`config.mk`:
```
export PLATFORM = sky130hd
export DESIGN_NAME = wp_status_unit
export DESIGN_NICKNAME = d
export VERILOG_FILES = /design/src/rtl/wp_pkg.sv /design/src/rtl/wp_wel_latch.sv /design/src/rtl/wp_prot_regs.sv /design/src/rtl/wp_range_check.sv /design/src/rtl/wp_status_unit.sv
export SDC_FILE = /design/constraint.sdc
export NUM_CORES = 1
export LEC_CHECK = 0
export BUFFER_PORTS_ARGS = -buffer_cell sky130_fd_sc_hd__clkbuf_2
export CORE_AREA = 2 2 39 41
export DETAILED_ROUTE_END_ITERATION = 10
export DIE_AREA = 0 0 41 43
export GPL_TIMING_DRIVEN = 0
export PLACE_DENSITY = 0.61
export SETUP_SLACK_MARGIN = 0.5
export SLEW_MARGIN = 0
export SYNTH_ARGS = -nofsm -noshare
export SYNTH_HDL_FRONTEND = slang
export SYNTH_SLANG_ARGS = --single-unit
```
`constraint.sdc`:
```
create_clock -name clk -period 0.9 [get_ports clk]
set_input_delay 0.09 -clock clk [delete_from_list [all_inputs] [get_ports clk]]
set_output_delay 0.09 -clock clk [all_outputs]
set_load 0.01 [all_outputs]
```
`src/rtl/wp_pkg.sv`:
```
// Package: shared field positions, protection encodings and the status-byte packer.
// Assumes an eight-bit status register with fixed-zero filler bits.
package wp_pkg;

    localparam int STAT_W      = 8;
    localparam int POS_WPEN    = 7;
    localparam int POS_BP_HI   = 3;
    localparam int POS_BP_LO   = 2;
    localparam int POS_WEL     = 1;

    typedef enum logic [1:0] {
        BP_NONE    = 2'b00,
        BP_QUARTER = 2'b01,
        BP_HALF    = 2'b10,
        BP_ALL     = 2'b11
    } bp_e;

    typedef struct packed {
        logic wpen;
        bp_e  bp;
    } prot_t;

    // Assemble the readable status byte; filler positions are forced to zero.
    function automatic logic [STAT_W-1:0] pack_status(input prot_t p, input logic wel);
        logic [STAT_W-1:0] s;
        s                    = '0;
        s[POS_WPEN]          = p.wpen;
        s[POS_BP_HI:POS_BP_LO] = p.bp;
        s[POS_WEL]           = wel;
        return s;
    endfunction

endpackage

```
`src/rtl/wp_wel_latch.sv`:
```
// Write-enable latch with per-transaction consumption.
// Assumes at most one of set / clr_now / arm / end_txn is high in a cycle;
// if end_txn coincides with another strobe, the end of transaction wins.
module wp_wel_latch (
    input  logic clk,
    input  logic rst_n,
    input  logic set,       // enable command
    input  logic clr_now,   // disable command, acts at once
    input  logic arm,       // transaction is write-class, clear at its end
    input  logic end_txn,   // chip select rising
    output logic wel
);

    logic armed;

    // Hold the latch and the pending-clear flag for the open transaction.
    always_ff @(posedge clk) begin
        if (!rst_n) begin
            wel   <= 1'b0;
            armed <= 1'b0;
        end else if (end_txn) begin
            if (armed) begin
                wel <= 1'b0;
            end
            armed <= 1'b0;
        end else begin
            if (clr_now) begin
                wel <= 1'b0;
            end else if (set) begin
                wel <= 1'b1;
            end
            if (arm) begin
                armed <= 1'b1;
            end
        end
    end

endmodule

```
`src/rtl/wp_prot_regs.sv`:
```
// Protect-enable and block-protect storage (nonvolatile bits modelled as flops).
// Assumes load is already qualified by the status-write grant.
module wp_prot_regs
    import wp_pkg::*;
#(
    parameter logic       RST_WPEN = 1'b0,
    parameter logic [1:0] RST_BP   = 2'b00
) (
    input  logic              clk,
    input  logic              rst_n,
    input  logic              load,
    input  logic [STAT_W-1:0] data,
    output prot_t             prot
);

    logic unused_filler;
    assign unused_filler = ^{data[6:4], data[POS_WEL], data[0]};

    // Load the writable protection fields from an accepted status write.
    always_ff @(posedge clk) begin
        if (!rst_n) begin
            prot.wpen <= RST_WPEN;
            prot.bp   <= bp_e'(RST_BP);
        end else if (load) begin
            prot.wpen <= data[POS_WPEN];
            prot.bp   <= bp_e'(data[POS_BP_HI:POS_BP_LO]);
        end
    end

endmodule

```
`src/rtl/wp_range_check.sv`:
```
// Decides whether an address falls in the region selected by block-protect.
// Assumes ADDR_W >= 2; regions are the top quarter, top half or whole space.
module wp_range_check
    import wp_pkg::*;
#(
    parameter int ADDR_W = 13
) (
    input  logic [ADDR_W-1:0] addr,
    input  bp_e               bp,
    output logic              hit
);

    localparam logic [ADDR_W-1:0] QTR_BASE  = ADDR_W'(3) << (ADDR_W - 2);
    localparam logic [ADDR_W-1:0] HALF_BASE = ADDR_W'(1) << (ADDR_W - 1);

    // Compare against the lower bound of the selected upper region.
    always_comb begin
        unique case (bp)
            BP_NONE:    hit = 1'b0;
            BP_QUARTER: hit = (addr >= QTR_BASE);
            BP_HALF:    hit = (addr >= HALF_BASE);
            BP_ALL:     hit = 1'b1;
            default:    hit = 1'b1;
        endcase
    end

endmodule

```
`src/rtl/wp_status_unit.sv`:
```
// Top: status register and write-permission decisions for a serial byte memory.
// Assumes the front end gives one strobe per cycle at most and holds wr_addr
// valid whenever it consults array_wr_ok. Grants are combinational.
module wp_status_unit
    import wp_pkg::*;
#(
    parameter int         ADDR_W   = 13,
    parameter logic       RST_WPEN = 1'b0,
    parameter logic [1:0] RST_BP   = 2'b00
) (
    input  logic              clk,
    input  logic              rst_n,
    input  logic              cmd_wren,
    input  logic              cmd_wrdi,
    input  logic              cmd_wrsr,
    input  logic [7:0]        wrsr_data,
    input  logic              cmd_write,
    input  logic              cs_rise,
    input  logic              wp_n,
    input  logic [ADDR_W-1:0] wr_addr,
    output logic [7:0]        status_byte,
    output logic              array_wr_ok,
    output logic              status_wr_ok
);

    logic  wel;
    prot_t prot;
    logic  in_region;
    logic  pin_locks;

    wp_wel_latch u_wel (
        .clk     (clk),
        .rst_n   (rst_n),
        .set     (cmd_wren),
        .clr_now (cmd_wrdi),
        .arm     (cmd_wrdi | cmd_wrsr | cmd_write),
        .end_txn (cs_rise),
        .wel     (wel)
    );

    wp_prot_regs #(
        .RST_WPEN (RST_WPEN),
        .RST_BP   (RST_BP)
    ) u_prot (
        .clk   (clk),
        .rst_n (rst_n),
        .load  (cmd_wrsr & status_wr_ok),
        .data  (wrsr_data),
        .prot  (prot)
    );

    wp_range_check #(
        .ADDR_W (ADDR_W)
    ) u_range (
        .addr (wr_addr),
        .bp   (prot.bp),
        .hit  (in_region)
    );

    // Hardware pin locks the status register only when protect-enable is set.
    assign pin_locks    = prot.wpen & ~wp_n;
    // Status register grant: latch set and not pin-locked.
    assign status_wr_ok = wel & ~pin_locks;
    // Array grant: latch set and address outside the protected block.
    assign array_wr_ok  = wel & ~in_region;
    // Readable status byte.
    assign status_byte  = pack_status(prot, wel);

endmodule

```
Yosys cells after proc, flatten, opt, wreduce, memory -nomap -nowiden
Index checks and enable logic that the tools add are counted. Widths: inputs -> output; s select.

$lt $le $gt $ge: 2. Equal/unequal tests: 4. Multiplexer cells: 5. Bitwise gates (word level): 10. Reductions and logical operators: 4.

Operator list (number): $ge 13x13->1 const B (2); $and 1x1->1 (4); $eq 2x2->1 const B (2); $mux 1 (4); $not 1->1 (4); $pmux 1 s4 (1); $reduce_bool 3->1 (1); $eq 2x1->1 const B (1); $logic_not 2->1 (1); $ne 2x1->1 const B (1); $or 1x1->1 (2); $reduce_and 2->1 (1); $reduce_or 2->1 (1).

Flip-flop bits (word level): 5. Bits of input ports: 29. Output and inout port bits: 10. Logic and storage cells: 29.

Depth between registers and ports, before layout
Gate-level depths: netlist of the first run.

Depth after elaboration: 5. Depth in mapped cells: 4. Depth with buffers taken out: 3.

Modules after synthesis
A second synthesis of the first run with hierarchy kept.

Cells, all modules: 30. Area total of the unflattened synthesis: 279.0 um2.

By module, submodules not included: wp_prot_regs (times used 1, cells each 9, area each 108.9 um2, seq. area each 60.1 um2); wp_wel_latch (times used 1, cells each 7, area each 82.6 um2, seq. area each 40.0 um2); wp_status_unit (times used 1, cells each 11, area each 73.8 um2, seq. area each 0.0 um2); wp_range_check (times used 1, cells each 3, area each 13.8 um2, seq. area each 0.0 um2).

Worst setup path before layout of the first run
No wires, ideal clock.

Path type: reg2reg. From: reg u_prot.prot[2] (netlist name). To: reg u_prot.prot[0] (netlist name). Library setup time: 0.118 ns. Arrival time: 0.836 ns. Data required time: 0.782 ns. Path slack: -0.054 ns. Stages on the path, launching flop included: 5. Buffers on the path: 1. Clock period less this slack: 0.954 ns. Cells stage by stage: dfxtp_1 nand2b_1 and3_1 buf_6 mux2i_1.

Cells in the longest elaborated chain, start to end: 4.

Ends and longest elaborated chain: $and 1x1->1 (line wp_status_unit.sv:61) `assign pin_locks = prot.wpen & ~wp_n;`; $not 1->1 (line wp_status_unit.sv:63) `assign status_wr_ok = wel & ~pin_locks;`; $and 1x1->1 (line wp_status_unit.sv:63); $and 1x1->1 (line wp_status_unit.sv:47) `.load (cmd_wrsr & status_wr_ok),`.

No other way between the ends. A chain may end at the register's enable or synchronous reset.

Final worst setup path of the first run
From: reg u_prot.prot[0] (netlist name). To: out array_wr_ok.

Cells in the longest elaborated chain, start to end: 4. Elaborated cells on any way between the ends: 7. Those cells by class: eq/ne: 3; mux: 1; bitwise: 2; reduce/logical: 1.

Ends and longest elaborated chain: $eq 2x2->1 (tied with other cells) (line wp_range_check.sv:18) `unique case (bp)`; $pmux 1 s4 * (line wp_range_check.sv:18); $not 1->1 * (line wp_status_unit.sv:65) `assign array_wr_ok = wel & ~in_region;`; $and 1x1->1 * (line wp_status_unit.sv:65); to (decl) (line wp_status_unit.sv:22) `output logic array_wr_ok,`.

Mark *: on every way between the ends. The rest lies on a longest branch, timed or not.

==> results of run 1 <==
==> flip-flops by register name, summed over array words and instances, names as in the netlist <==
register and count:
u_prot.prot 3, u_wel.wel 1, u_wel.armed 1
==> stage by stage <==
stage | std cells | setup WS [ps]
after floorplan | 36 | 1.67
after global placement | 69 | 8.75
after detailed placement | 69 | 1.96
after CTS | 75 | -153
after global routing | 76 | -191
final | 76 | -125
==> worst register-to-register path, cell delays in order (launching register included) <==
cell and delay (ps):
dfxtp_2 320, nand2b_1 80, and3_1 170, buf_6 110, mux2i_1 170
==> per-layer routing <==
metal,track usage (%),vias to the layer above,part of all wire (%)
met2,14.7,16,52
met1,7.37,138,40
li1,-,159,-
met3,7.85,0,8.1
met5,0,-,0
met4,10.0,0,0
==> final cells by class <==
| type | instances | area (um^2) |
|---|---|---|
| Clock buffer | 4 | 26.3 |
| Fill cell | 151 | 860 |
| Sequential cell | 5 | 109 |
| Multi-Input combinational cell | 24 | 165 |
| Timing Repair Buffer | 20 | 146 |
| Tap cell | 16 | 20.0 |
| Buffer | 7 | 57.6 |
==> cell families (layout without fill, tap and decap cells) <==
group	Yosys count	in the layout	share of synthesized area [%]
buf+inv	7	31	18.5
compound gates	2	2	4.72
other cells	1	4	1.29
simple gates	14	14	27.5
flops	5	5	34.3
mux	4	4	13.7
==> cell usage in the layout, fill, tap and decap left out, drive strengths merged <==
master | Yosys | final
clkbuf | 0 | 15
dfxtp | 5 | 5
and3 | 2 | 2
and2 | 1 | 1
nand2b | 1 | 1
o21ai | 1 | 1
a31o | 1 | 1
nor4 | 1 | 1
nand3 | 1 | 1
nand2 | 6 | 6
nor3b | 1 | 1
mux2i | 4 | 4
conb | 1 | 4
and4bb | 1 | 1
buf | 7 | 16
==> what timing repair did <==
action,CTS,global route
endpoints found under the setup margin,11,11
hold endpoints to repair,0,0
pin swaps,2,2
setup buffers,2,1
resized for setup,7,10
==> cell usage after synthesis, drive strengths merged <==
| cell type | number | area share, % |
|---|---|---|
| buf | 7 | 18 |
| nand2 | 6 | 7.7 |
| dfxtp | 5 | 34 |
| mux2i | 4 | 14 |
| and3 | 2 | 4.3 |
| a31o | 1 | 3.0 |
| and2 | 1 | 2.6 |
| and4bb | 1 | 4.3 |
| conb | 1 | 1.3 |
| nand2b | 1 | 2.1 |
| nand3 | 1 | 1.7 |
| nor3b | 1 | 2.6 |
| nor4 | 1 | 2.1 |
| o21ai | 1 | 1.7 |
==> power by group through the flow <==
stage          registers [mW]  clock network, mW  logic, mW
3_3_place_gp            0.241                  0     0.0951
5_1_grt                 0.237              0.307      0.130
4_1_cts                 0.236              0.276      0.108
6_report                0.237              0.264      0.118
2_1_floorplan           0.241                  0     0.0572
3_5_place_dp            0.241                  0     0.0967
==> worst paths after layout <==
check / from / to / cells after the start
setup / recovery: u_prot.prot[0] / array_wr_ok / 3
hold / removal: cs_rise / u_wel.armed / 2
setup reg to reg: u_prot.prot[2] / u_prot.prot[2] / 4
hold reg to reg: u_wel.wel / u_wel.wel / 1
==> results.md, run 1 <==
* R2r setup slk at -30 ps
* Setup crit start kind: flip-flop
* #FFs+latches synth at 5
* Vias in the first global route at 313
* Worst path required time at a little over 800 ps
* Core area at 1380 um^2
* Switch Pwr at 0.151 mW
* # DRC at 0
* Post-route ant nets at 0
* Die area at about 1800 um^2
* CP delay by family, top: flip-flops
* Routability Congestion at 0.628
* Gr ovfl total at 0
* Num CTS Buffers at 3
* Worst min path class: in2reg
* Vias per Instance at 4.12
* CP max-delay cell: dfxtp_2
* Layout cell share with drive strength beyond 1 at between 60% and 70%
* Logic pwr share at 19.1%
* Initial antenna violation count at 0
* Synthesized area at about 290 um^2
* Drt wl/cell at 8.88 um
* Peak VDD IR at 430 uV
* Critical Path Sink Type: output port
* Area Growth Syn to Fin at 79.8%
* Hold Fails Final Rpt at 0
* Final Power at 0.619 mW
* Clock Tree Buf Depth at 2
* Post-route cell area at 524 um^2
* Via count at 313
* Setup Crit Path Kind: reg2out
* Nets at 90
* CTS Hold Bufs at 0
* Final hold slack at 53.3 ps
* Buf/Inv on CP at 1
* RSZ-0062 raised after global routing: yes
* First DRT Iteration DRCs at 2
* Layout Skew at 4.26 ps
* Period utilisation layout at 114%
* Fin. max-slew vios at 0
* Clock share of power at roughly 43%
* Max H-tree Level at 1
* Setup ws final at -125 ps
* Fraction of the yosys area taken by sequential cells at 34.3%
* Crit-path max FO at 3
* Initial Util at 21.1%
* Post-layout min period at slightly above 1000 ps
* Num ports at 39
* Clk slew on worst S/H paths at 50 ps
* Worst EP arrival at about 940 ps
* CP cell instances: nand3_1 > and3_1 > buf_2
* Power Density at 1180 nW/um^2
* 1st-pass router iterations at 3
* Root Buffer Master: clkbuf_4
* Synth warn at 0
* Seq pwr share at 38.2%
* TritonCTS clock tree: built
* Post-layout util at 37.9%
* Failing checks: negative setup slack
* Mean Syn Cell Area at about 8.8 um^2
* Max Cap Viol at 0
* DIE WIDTH at between 40 and 50 um
* Placed instance area at 417 um^2
* Post-Route WL at approximately 680 um
* I/O Buffers at 17
* Int Pwr at 0.468 mW
* Total global-route track usage at 10.0%
* Pin count of the biggest net entering global routing at 10
* Crit-path max cell delay at 330 ps
* CTS sink count at 5
* Cells after Synth at 33
* Skew-Pair Late Insertion Delay at 240 ps
* TNS Setup at -260 ps
* Die Y at 43 um
* Net Sw Frac at 24.3%
* Final Setup Violations at 5
* Status: finished with violations
* Diode count at 0
* Number of library cell types mapped by synthesis at 16
* LEAKAGE at 0.262 nW
* First-pass GRT wire length at 1100 um
* Site Rows at 14
* Highest Clock Rate at 0.975 GHz
(Power assumes the default switching activity.)
==> run 2, diff against run 1 <==
Settings changed: RECOVER_POWER from default to 25, SETUP_SLACK_MARGIN 0.5 to 0.3.
==> run 2 against run 1 <==
Net effect:
- the run still ends with negative setup slack left
- non-clock buffer count decreased by 1
- fmax decreased by 0.39%
- largest cell class unchanged
- die area unchanged
- worst hold slack got worse by 1.3 ps
- critical path depth unchanged
- register-to-register slack improved by 20 ps
- clock skew decreased by 0.87 ps
==> results.md, run 2 (synthesized netlist as in run 1, its figures left out) <==
* Status: finished with violations
* Period utilisation layout at 114% (+0.45 points)
* Num CTS Buffers at 3 (unchanged)
* Root Buffer Master: clkbuf_4
* Routability Congestion at 0.639 (+1.8%)
* 1st-pass router iterations at 1 (-2)
* DIE WIDTH at 41 um (unchanged)
* RSZ-0062 raised after global routing: yes
* Drt wl/cell at 8.68 um (-2.3%)
* First DRT Iteration DRCs at 0 (-2)
* Layout Skew at 3.39 ps (-0.866 ps)
* Final hold slack at 51.9 ps (-1.33 ps)
* CP max-delay cell: dfxtp_2
* Post-layout util at 36.2% (-1.7 points)
* Vias per Instance at 3.97 (-3.5%)
* Final Power at 0.606 mW (-2.1%)
* CTS sink count at 5 (unchanged)
* Largest registers: u_prot.prot: 3 flops, u_wel.armed: 1 flops, u_wel.wel: 1 flops
* Clk slew on worst S/H paths at 40 ps (about the same)
* Initial antenna violation count at 0 (unchanged)
* Nets at 89 (-1.1%)
* Setup ws final at -129 ps (-4.03 ps)
* Power Density at 1210 nW/um^2 (+2.5%)
* Pin count of the biggest net entering global routing at 10 (unchanged)
* LEAKAGE at 0.254 nW (-3.0%)
* Critical Path Sink Type: output port
* Gr ovfl total at 0 (unchanged)
* Worst EP arrival at 940 ps (about the same)
* Place WS at -17.8 ps (-19.7 ps)
* Placed instance area at 412 um^2 (-1.2%)
* Worst min path class: in2reg
* Max FFs per register at 3 (unchanged)
* Area Growth Syn to Fin at 71.7%
* Peak VDD IR at 531 uV (+23%)
* Diode count at 0 (unchanged)
* Post-Layout Cell Count at 75 (-1.3%)
* Post-layout min period at 1030 ps (+4.04 ps)
* Setup crit start kind: flip-flop
* # DRC at 0 (unchanged)
* Failing checks: negative setup slack
* CP cell instances: o21ai_1 > and3_1 > buf_2
* Clock Tree Buf Depth at 2 (unchanged)
* Vias in the first global route at 268 (-14%)
* CTS Hold Bufs at 0 (unchanged)
* Commonest cells after routing, fill and taps aside: clkbuf_2 (11), buf_6 (8), nand2_1 (6)
* Layout cell share with drive strength beyond 1 at 62.7% (-0.62 points)
* TNS Setup at -290 ps (-29.4 ps)
* Placed cell count at 69 (unchanged)
* Num ports at 39 (unchanged)
* Setup Crit Path Kind: reg2out
* Site Rows at 14 (unchanged)
* Worst path required time at 810 ps (about the same)
* Total global-route track usage at 9.25% (-0.78 points)
* Die Y at 43 um (unchanged)
* Most common cell after layout, fill and taps aside: clkbuf_2
* Max Cap Viol at 0 (unchanged)
* Post-Route WL at 651 um (-3.6%)
* First-pass GRT wire length at 1010 um (-8.2%)
* Top reg by flops: u_prot.prot
* Die area at 1760 um^2 (unchanged)
* TritonCTS clock tree: built
* Crit-path max cell delay at 330 ps (about the same)
* Crit-path max FO at 4 (+1)
* Skew-Pair Late Insertion Delay at 240 ps (about the same)
* Via count at 298 (-4.8%)
* Post-route ant nets at 0 (unchanged)
* Initial Util at 21.1% (unchanged)
* Highest Clock Rate at 0.971 GHz (-0.39%)
* Fin. max-slew vios at 0 (unchanged)
* I/O Buffers at 17 (unchanged)
* Hold Fails Final Rpt at 0 (unchanged)
* Final Setup Violations at 5 (unchanged)
* Max H-tree Level at 1 (unchanged)
* Core area at 1380 um^2 (unchanged)
* Post-route cell area at 500 um^2 (-4.5%)
run 2: area by class of cell:
cell class                      count  area, um^2
Multi-Input combinational cell     24         155
Buffer                              7        57.6
Tap cell                           16        20.0
Clock buffer                        4        26.3
Fill cell                         152         883
Sequential cell                     5         109
Timing Repair Buffer               19         133
run 2: final timing paths:
path                  startpoint        endpoint  slack [ps]  cells after the start
hold reg to reg   u_prot.prot[1]  u_prot.prot[1]         470                      2
setup / recovery  u_prot.prot[0]     array_wr_ok        -130                      3
hold / removal           cs_rise     u_wel.armed          50                      2
setup reg to reg  u_prot.prot[2]  u_prot.prot[2]         -10                      4
run 2: repair_timing:
action	4_1_cts	5_1_grt
gates resized for setup	8	10
pin swaps	2	2
setup endpoints to repair	11	11
buffers inserted	1	1
run 2: per-layer routing:
metal | GRT usage [%] | wire length (um) | up-vias
li1 | - | - | 155
met1 | 9.03 | 273 | 127
met2 | 12.5 | 311 | 16
met3 | 6.28 | 65 | 0
met4 | 8.00 | 0 | 0
met5 | 0 | 0 | -
run 2: where the power goes:
group | total (mW) | switching (mW) | internal, mW | leakage [nW]
combinational | 0.110 | 0.0428 | 0.0672 | 0.196
sequential | 0.236 | 0.00672 | 0.229 | 0.0432
clock | 0.260 | 0.0922 | 0.168 | 0.0150
run 2: worst max-delay path: cells and delay by family (launching register included):
kind	cells	cell delay (ps)
DFF	1	330
and+or+nand+nor	1	150
buffers and inverters	1	120
AOI/OAI and AO/OA	1	100
==> run 3, diff against run 2 <==
Clock period 0.9 ns to 1.1 ns, I/O delays scaled along.
==> run 3 against run 2 <==
Net effect:
- the flow now finishes without violations
- power decreased by 19%
- clock skew decreased by 1.0 ps
- core utilization decreased by 0.90 points
- sequential share of layout area increased by 0.30 points
- count of clock-buffer cells in the layout unchanged
- final cell count unchanged
- critical path type unchanged
- highest routed layer unchanged
==> results.md, run 3 (synthesized netlist as in run 1, its figures left out) <==
* Most common cell after layout, fill and taps aside: clkbuf_2
* Clock share of power at 42.6% (-0.3 points)
* Worst path required time at 990 ps (+180 ps)
* Post-route ant nets at 0 (unchanged)
* Pin count of the biggest net entering global routing at 10 (unchanged)
* Worst min path class: in2reg
* Nets at 89 (unchanged)
* Drt wl/cell at 8.63 um (-0.61%)
* CP max-delay cell: dfxtp_2
* Core area at 1380 um^2 (unchanged)
* TNS Setup at 0 ps (+290 ps)
* Final hold slack at 91.5 ps (+39.6 ps)
* Die Y at 43 um (unchanged)
* Critical Path Sink Type: output port
* Top reg by flops: u_prot.prot
* Max FFs per register at 3 (unchanged)
* Diode count at 0 (unchanged)
* Final Setup Violations at 0 (-5)
* Gr ovfl total at 0 (unchanged)
* # DRC at 0 (unchanged)
* Max Cap Viol at 0 (unchanged)
* Fin. max-slew vios at 0 (unchanged)
* Crit-path max FO at 4 (unchanged)
* Vias per Instance at 4.01 (+1.0%)
* CP cell instances: o21ai_1 > and3_1 > buf_2
* Initial antenna violation count at 0 (unchanged)
* Clk slew on worst S/H paths at 40 ps (about the same)
* RSZ-0062 raised after global routing: yes
* Root Buffer Master: clkbuf_4
* Initial Util at 21.1% (unchanged)
* First-pass GRT wire length at 1010 um (-0.69%)
* Area Growth Syn to Fin at 67.4%
* 1st-pass router iterations at 1 (unchanged)
* I/O Buffers at 17 (unchanged)
* Highest Clock Rate at 0.961 GHz
* Crit-path max cell delay at 330 ps (about the same)
* Status: completed
* Hold Fails Final Rpt at 0 (unchanged)
* TritonCTS clock tree: built
* Max H-tree Level at 1 (unchanged)
* CTS Hold Bufs at 0 (unchanged)
* Switch Pwr at 0.111 mW (-22%)
* LEAKAGE at 0.253 nW (-0.40%)
* Vias in the first global route at 255 (-4.9%)
* Seq pwr share at 39.3% (+0.3 points)
* Worst EP arrival at 930 ps (about the same)
* Post-Layout Cell Count at 75 (unchanged)
* DIE WIDTH at 41 um (unchanged)
* Net Sw Frac at 22.7% (-0.74 points)
* Setup Crit Path Kind: reg2out
* Via count at 301 (+1.0%)
* Site Rows at 14 (unchanged)
* Int Pwr at 0.378 mW (-19%)
* Layout cell share with drive strength beyond 1 at 59.3% (-3.4 points)
* Period utilisation layout at a little over nine tenths
* CTS sink count at 5 (unchanged)
* Total global-route track usage at 8.69% (-0.56 points)
* Peak VDD IR at 702 uV (+32%)
* Num ports at 39 (unchanged)
* First DRT Iteration DRCs at 0 (unchanged)
* Placed cell count at 69 (unchanged)
* Commonest cells after routing, fill and taps aside: clkbuf_2 (11), buf_6 (7), nand2_1 (6)
* Power Density at 1000 nW/um^2 (-17%)
* Largest registers: u_prot.prot: 3 flops, u_wel.armed: 1 flops, u_wel.wel: 1 flops
* Post-layout min period at 1040 ps
* Routability Congestion at 0.636 (-0.41%)
* Logic pwr share at 18.0% (-0.2 points)
* Num CTS Buffers at 3 (unchanged)
* Skew-Pair Late Insertion Delay at 240 ps (about the same)
* Setup crit start kind: flip-flop
* Die area at 1760 um^2 (unchanged)
* Post-Route WL at 647 um (-0.61%)
* Layout Skew at 2.36 ps (-1.03 ps)
* Clock Tree Buf Depth at 2 (unchanged)
-- run 3: cell types whose count changed in the layout (fill, tap and decap cells not counted) --
cell / previous run / this run
buf_2: 3 / 4
buf_6: 8 / 7
dfxtp_1: 0 / 1
dfxtp_2: 4 / 3
nand3_1: 0 / 1
nand3_2: 1 / 0
-- run 3: repair_timing --
item | CTS | global route
pin swaps | 3 | 1
endpoints found under the setup margin | 9 | 10
buffers inserted | 1 | 1
resized for setup | 8 | 11
cloned | 0 | 0
-- run 3: power by group through the flow --
stage	Combinational (mW)	Sequential, mW	Clock (mW)
2_1_floorplan	0.0458	0.196	0
3_3_place_gp	0.0764	0.196	0
3_5_place_dp	0.0774	0.196	0
4_1_cts	0.0813	0.192	0.220
5_1_grt	0.0981	0.193	0.236
6_report	0.0881	0.192	0.208
-- run 3: through the flow --
step | setup WS (ps) | area [um^2] | power [mW] | util (%)
2_1_floorplan | 202 | 304 | 0.242 | -
3_3_place_gp | 191 | 409 | 0.272 | 29.6
3_5_place_dp | 184 | 409 | 0.273 | 29.6
4_1_cts | 35.9 | 458 | 0.493 | 33.1
5_1_grt | 1.41 | 488 | 0.527 | 35.3
6_report | 59.8 | 488 | 0.489 | 35.3
-- run 3: worst paths after layout --
| check | from | endpoint | slack [ps] | cells after the start |
|---|---|---|---|---|
| worst max-delay path | u_prot.prot[0] | array_wr_ok | 60 | 3 |
| worst min-delay path | cs_rise | u_wel.armed | 90 | 2 |
| worst max register to register | u_prot.prot[2] | u_prot.prot[2] | 190 | 4 |
| worst min register to register | u_prot.prot[1] | u_prot.prot[1] | 460 | 2 |
-- run 3: layout make-up --
type                    count  area [um^2]
plain buffers               7         57.6
flip-flops and latches      5          108
well taps                  16         20.0
clock buffers               4         26.3
fillers                   158          896
multi-input cells          24          150
repair buffers             19          126
-- run 3: layer usage --
metal  track usage (%)  routed length, um
met1              10.5                250
met2              12.2                333
met3              6.28                 63
met4              2.00                  0
met5                 0                  0
-- run 3: critical path: cells and delay by family, from the launching register on --
family / cells / cell delay (ps)
AOI/OAI and AO/OA: 1 / 100
buffers and inverters: 1 / 120
and+or+nand+nor: 1 / 150
DFF: 1 / 330
